File: src/rtl/sdclk_pkg.sv
package sdclk_pkg;

  // Arithmetic is done on a fixed 16-bit width so that any DIV_W up to 15 fits.
  typedef logic [15:0] sdclk_len_t;

  // Division ratio for a divider field value.
  function automatic sdclk_len_t sdclk_ratio(input sdclk_len_t field);
    return field + 16'd2;
  endfunction

  // Number of reference cycles the divided clock stays high.
  function automatic sdclk_len_t sdclk_high_len(input sdclk_len_t field);
    return sdclk_ratio(field) >> 1;
  endfunction

  // Number of reference cycles the divided clock stays low (the longer half).
  function automatic sdclk_len_t sdclk_low_len(input sdclk_len_t field);
    return sdclk_ratio(field) - sdclk_high_len(field);
  endfunction

endpackage

File: src/rtl/sdclk_div_regs.sv
module sdclk_div_regs #(
  parameter int unsigned     DIV_W   = 11,
  parameter logic [DIV_W-1:0] RST_DIV = '1
) (
  input  logic             clk_i,
  input  logic             rst_ni,
  input  logic             we_i,
  input  logic [DIV_W-1:0] wdata_i,
  input  logic             apply_i,
  output logic [DIV_W-1:0] pend_o,
  output logic [DIV_W-1:0] act_o
);

  logic [DIV_W-1:0] pend_q;
  logic [DIV_W-1:0] act_q;

  // The pending value holds the most recent write.
  always_ff @(posedge clk_i or negedge rst_ni) begin
    if (!rst_ni) begin
      pend_q <= RST_DIV;
    end else if (we_i) begin
      pend_q <= wdata_i;
    end
  end

  // The active value follows the pending value only at a clock fall.
  always_ff @(posedge clk_i or negedge rst_ni) begin
    if (!rst_ni) begin
      act_q <= RST_DIV;
    end else if (apply_i) begin
      act_q <= pend_q;
    end
  end

  assign pend_o = pend_q;
  assign act_o  = act_q;

endmodule

File: src/rtl/sdclk_phase_ctr.sv
module sdclk_phase_ctr
  import sdclk_pkg::*;
#(
  parameter int unsigned      DIV_W   = 11,
  parameter logic [DIV_W-1:0] RST_DIV = '1
) (
  input  logic             clk_i,
  input  logic             rst_ni,
  input  logic [DIV_W-1:0] act_div_i,
  input  logic [DIV_W-1:0] next_div_i,
  output logic             lvl_o,
  output logic             rise_o,
  output logic             rise_evt_o,
  output logic             fall_evt_o
);

  localparam int unsigned CNT_W = DIV_W;
  localparam logic [CNT_W-1:0] RST_LOAD =
    CNT_W'(sdclk_low_len(16'(RST_DIV)) - 16'd1);

  logic [CNT_W-1:0] cnt_q;
  logic             lvl_q;
  logic             rise_q;
  logic             phase_end;
  logic [CNT_W-1:0] hi_load;
  logic [CNT_W-1:0] lo_load;

  // The high phase uses the current active field. The low phase that starts
  // at a fall uses the field that is being applied at that same edge.
  assign hi_load   = CNT_W'(sdclk_high_len(16'(act_div_i)) - 16'd1);
  assign lo_load   = CNT_W'(sdclk_low_len(16'(next_div_i)) - 16'd1);
  assign phase_end = (cnt_q == '0);

  assign rise_evt_o = !lvl_q && phase_end;
  assign fall_evt_o = lvl_q && phase_end;

  always_ff @(posedge clk_i or negedge rst_ni) begin
    if (!rst_ni) begin
      cnt_q  <= RST_LOAD;
      lvl_q  <= 1'b0;
      rise_q <= 1'b0;
    end else if (rise_evt_o) begin
      cnt_q  <= hi_load;
      lvl_q  <= 1'b1;
      rise_q <= 1'b1;
    end else if (fall_evt_o) begin
      cnt_q  <= lo_load;
      lvl_q  <= 1'b0;
      rise_q <= 1'b0;
    end else begin
      cnt_q  <= cnt_q - 1'b1;
      rise_q <= 1'b0;
    end
  end

  assign lvl_o  = lvl_q;
  assign rise_o = rise_q;

endmodule

File: src/rtl/sdclk_divider.sv
module sdclk_divider #(
  parameter int unsigned DIV_W = 11
) (
  input  logic             clk_ref_i,
  input  logic             rst_ni,
  input  logic             div_we_i,
  input  logic [DIV_W-1:0] div_wdata_i,
  output logic             sd_clk_o,
  output logic             sd_clk_rise_o
);

  localparam logic [DIV_W-1:0] DIV_SLOWEST = '1;

  logic [DIV_W-1:0] pend_div;
  logic [DIV_W-1:0] act_div;
  logic             rise_evt;
  logic             fall_evt;

  sdclk_div_regs #(
    .DIV_W  (DIV_W),
    .RST_DIV(DIV_SLOWEST)
  ) u_regs (
    .clk_i  (clk_ref_i),
    .rst_ni (rst_ni),
    .we_i   (div_we_i),
    .wdata_i(div_wdata_i),
    .apply_i(fall_evt),
    .pend_o (pend_div),
    .act_o  (act_div)
  );

  sdclk_phase_ctr #(
    .DIV_W  (DIV_W),
    .RST_DIV(DIV_SLOWEST)
  ) u_phase (
    .clk_i     (clk_ref_i),
    .rst_ni    (rst_ni),
    .act_div_i (act_div),
    .next_div_i(pend_div),
    .lvl_o     (sd_clk_o),
    .rise_o    (sd_clk_rise_o),
    .rise_evt_o(rise_evt),
    .fall_evt_o(fall_evt)
  );

endmodule

File: config.mk
export PLATFORM = sky130hd
export DESIGN_NAME = sdclk_divider
export DESIGN_NICKNAME = d
export VERILOG_FILES = /design/src/rtl/sdclk_pkg.sv /design/src/rtl/sdclk_div_regs.sv /design/src/rtl/sdclk_phase_ctr.sv /design/src/rtl/sdclk_divider.sv
export SDC_FILE = /design/constraint.sdc
export NUM_CORES = 1
export LEC_CHECK = 0
export BUFFER_PORTS_ARGS = -buffer_cell sky130_fd_sc_hd__buf_4
export CAP_MARGIN = 10
export CORE_ASPECT_RATIO = 1.1
export CORE_MARGIN = 2
export CORE_UTILIZATION = 35
export CTS_BUF_LIST = sky130_fd_sc_hd__clkbuf_4 sky130_fd_sc_hd__clkbuf_8 sky130_fd_sc_hd__clkbuf_16
export CTS_CLUSTER_DIAMETER = 50
export CTS_CLUSTER_SIZE = 14
export DETAILED_ROUTE_END_ITERATION = 12
export SLEW_MARGIN = 20
export SYNTH_ARGS = -nofsm -noshare
export SYNTH_HDL_FRONTEND = slang
export SYNTH_SLANG_ARGS = --single-unit
File: constraint.sdc
create_clock -name clk_ref_i -period 3.01 [get_ports clk_ref_i]
set_input_delay 0.1505 -clock clk_ref_i [delete_from_list [all_inputs] [get_ports clk_ref_i]]
set_output_delay 0.1505 -clock clk_ref_i [all_outputs]
set_load 0.01 [all_outputs]
==> impl_results.md <==
- Root buffer cell: clkbuf_8
- Most frequent cells in the layout: xnor2_1 (30), buf_4 (27), nand2_1 (26)
- Final setup viols: 0
- TritonCTS buffer count: 5
- Setup TNS: 0 ns
- Initial Util: 36.3%
- Final Hold Viols: 0
- Post-synthesis cell count: 309
- IO Pins: 16
- Syn nets: 333
- Most common cell after layout, fill and taps aside: xnor2_1
- Mapped Area: 0.00273 mm^2
- Hold depth: 3
- Die width: 88.2 um
- First-pass GRT wire length: 10500 um
- CP Data Required Time: 3.17 ns
- Area growth from synthesis to layout: 14.7%
- Ys async rst share: 100%
- Max transition margin: 65.0%
- Via density: 5.12
- Final nets: 352
- Area post-placement: 0.00299 mm^2
- Max clock buf depth: 2
- Number of port buffers: 15
- DRT iter0 DRCs: 169
- Pins over their slew limit: 0
- Leak: 1.22 nW
- Depth of the most critical reg-to-reg path: 12
- R2R Setup Slk: 0.20 ns
- Largest net degree at the start of global routing: 35
- Register area share after synthesis: 32.2%
- Crit path launch type: register
- YS warnings: 0
- Synthesized area per cell: 8.82 um^2
- Crit Path Max Fanout: 5
- DIE AREA: 0.00851 mm^2
- Synth Flop Type: dfstp_2
- DRC viols: 0
- Vias in the first global route: 2170
- Cell Pwr Density: 556 mW/mm^2
- Final period util: 93.5%
- Post-synth cell types: 61
- Unrepaired setup endpoints after global routing: no
- Worst Tran Pin Value: 0.524 ns
- Post-synth EDFFs: 0
- Gr usage total: 15.8%
- CTS tree: yes
- Post-Route WL: 5900 um
- GP Congestion: 0.845
- Post-route cell area: 0.00313 mm^2
- Status: finished, final reports clean
- Worst hold slack: 0.0804 ns
- Critical path arrival: 2.98 ns
- Pre-antenna DRT Iters: 4
- Die Ht: 96.6 um
- Antenna-violating nets left: 0
- Vias: 2222
- CTS HTree Levels: 2
- Clock sinks: 34
- Drt wl/cell: 13.6 um
- Fill cell count: 785
- VDD IR max: 234 uV
- Max_cap viols: 0
- WS Path Type: register to register
- Yosys reg bits: 34
- Row Count: 33
- CP Capture Type: register
- Worst hold-check path type: input pin to register
- Max Freq: 355 MHz
- Layout cells sized above 1: 26.4%
- Diode count: 0
- Clock period minus worst slack: 2.81 ns
- DP Wirelength: 4500 um
- CORE AREA: 0.00751 mm^2
- Gr ovfl total: 0
- Clock slew seen by the registers of the worst setup and hold paths: 0.07 ns
- Clk_lat worst skew: 0.28 ns
- Clock Skews: 0.00382 ns
- Antenna violations before repair: 0
power breakdown:
group          switching [mW]  leakage [nW]  internal [mW]
sequential              0.128         0.375          0.584
clock                   0.168        0.0517          0.194
combinational           0.334         0.789          0.334
through the flow:
step / utilization, % / power (mW) / std cells / worst slack, ns
global route: 41.6 / 1.88 / 434 / 0.00806
global placement: 39.8 / 1.35 / 424 / 0.163
finish: 41.6 / 1.74 / 434 / 0.197
detailed placement: 39.8 / 1.37 / 424 / 0.0576
CTS: 41.2 / 1.75 / 433 / 0.0186
floorplan: - / 1.19 / 309 / 0.0235
registers in the layout (all words and copies together), names as in the netlist:
name            cells
u_phase.cnt_q      11
u_regs.pend_o      11
u_regs.act_o       10
u_phase.lvl_o       1
u_phase.rise_o      1
critical path, cell delays in order, from the launching register on:
cell      delay, ns
dfstp_2        0.57
ha_2           0.21
xor2_2         0.15
inv_1          0.11
ha_4           0.29
nand2_1        0.06
o21ai_2        0.16
maj3_2         0.23
a21oi_2        0.06
o31a_1         0.32
xnor2_1        0.14
a221oi_1       0.28
a21oi_1        0.11
area by class of cell:
cell class | count | area (um^2) | area share (%)
Multi-Input combinational cell | 245 | 1760 | 56.2
Sequential cell | 34 | 878 | 28.1
Timing Repair Buffer | 28 | 213 | 6.80
Tap cell | 105 | 131 | 4.20
Clock buffer | 7 | 90.1 | 2.88
Inverter | 14 | 52.6 | 1.68
Clock inverter | 1 | 5.00 | 0.160
routing by layer:
layer	vias up	track usage, %	routed length [um]
li1	1139	-	-
met4	0	4.42	46
met5	-	0	0
met3	4	2.80	231
met1	1044	20.5	2730
met2	35	27.0	2890
cell usage after synthesis (9+ instances only):
cell	instances	area [um^2]
dfrtp_1	12	300
nand2_1	26	97.6
clkbuf_1	9	33.8
mux2_2	15	169
xnor2_1	30	263
xor2_1	14	123
ha_1	10	125
nor3_1	13	65.1
nor2_1	18	67.6
o21ai_0	10	50.1
a21oi_1	20	100
dfstp_2	22	578
inv_1	13	48.8
cells by family (layout without fill, tap and decap cells):
group | Yosys count | in the layout | synth area share (%)
AOI/OAI and AO/OA | 69 | 69 | 16.2
xor gates and xnor gates | 45 | 45 | 14.7
adders and majority gates | 11 | 11 | 5.00
buffers and inverters | 30 | 50 | 4.41
DFF | 34 | 34 | 32.2
muxes | 21 | 21 | 8.58
and+or+nand+nor | 99 | 99 | 18.9
path summary, 6_finish.rpt:
check	from	to
max	u_regs.pend_o[2]$_DFFE_PN1P_	u_phase.cnt_q[7]$_DFF_PN0_
min	div_wdata_i[1]	u_regs.pend_o[1]$_DFFE_PN1P_
max reg2reg	u_regs.pend_o[2]$_DFFE_PN1P_	u_phase.cnt_q[7]$_DFF_PN0_
min reg2reg	u_regs.act_o[2]$_DFFE_PN1P_	u_regs.act_o[2]$_DFFE_PN1P_
max in group asynchronous	rst_ni	u_regs.act_o[7]$_DFFE_PN1P_
min in group asynchronous	rst_ni	u_phase.rise_o$_DFF_PN0_
repair_timing:
| item | in CTS | in global routing |
|---|---|---|
| hold endpoints to repair | 12 | 0 |
| hold buffers | 1 | 0 |
| setup endpoints to repair | 0 | 4 |
| gates resized for setup | 0 | 4 |
| buffers inserted | 0 | 1 |
No activity file was read; power rests on OpenSTA's default activity.
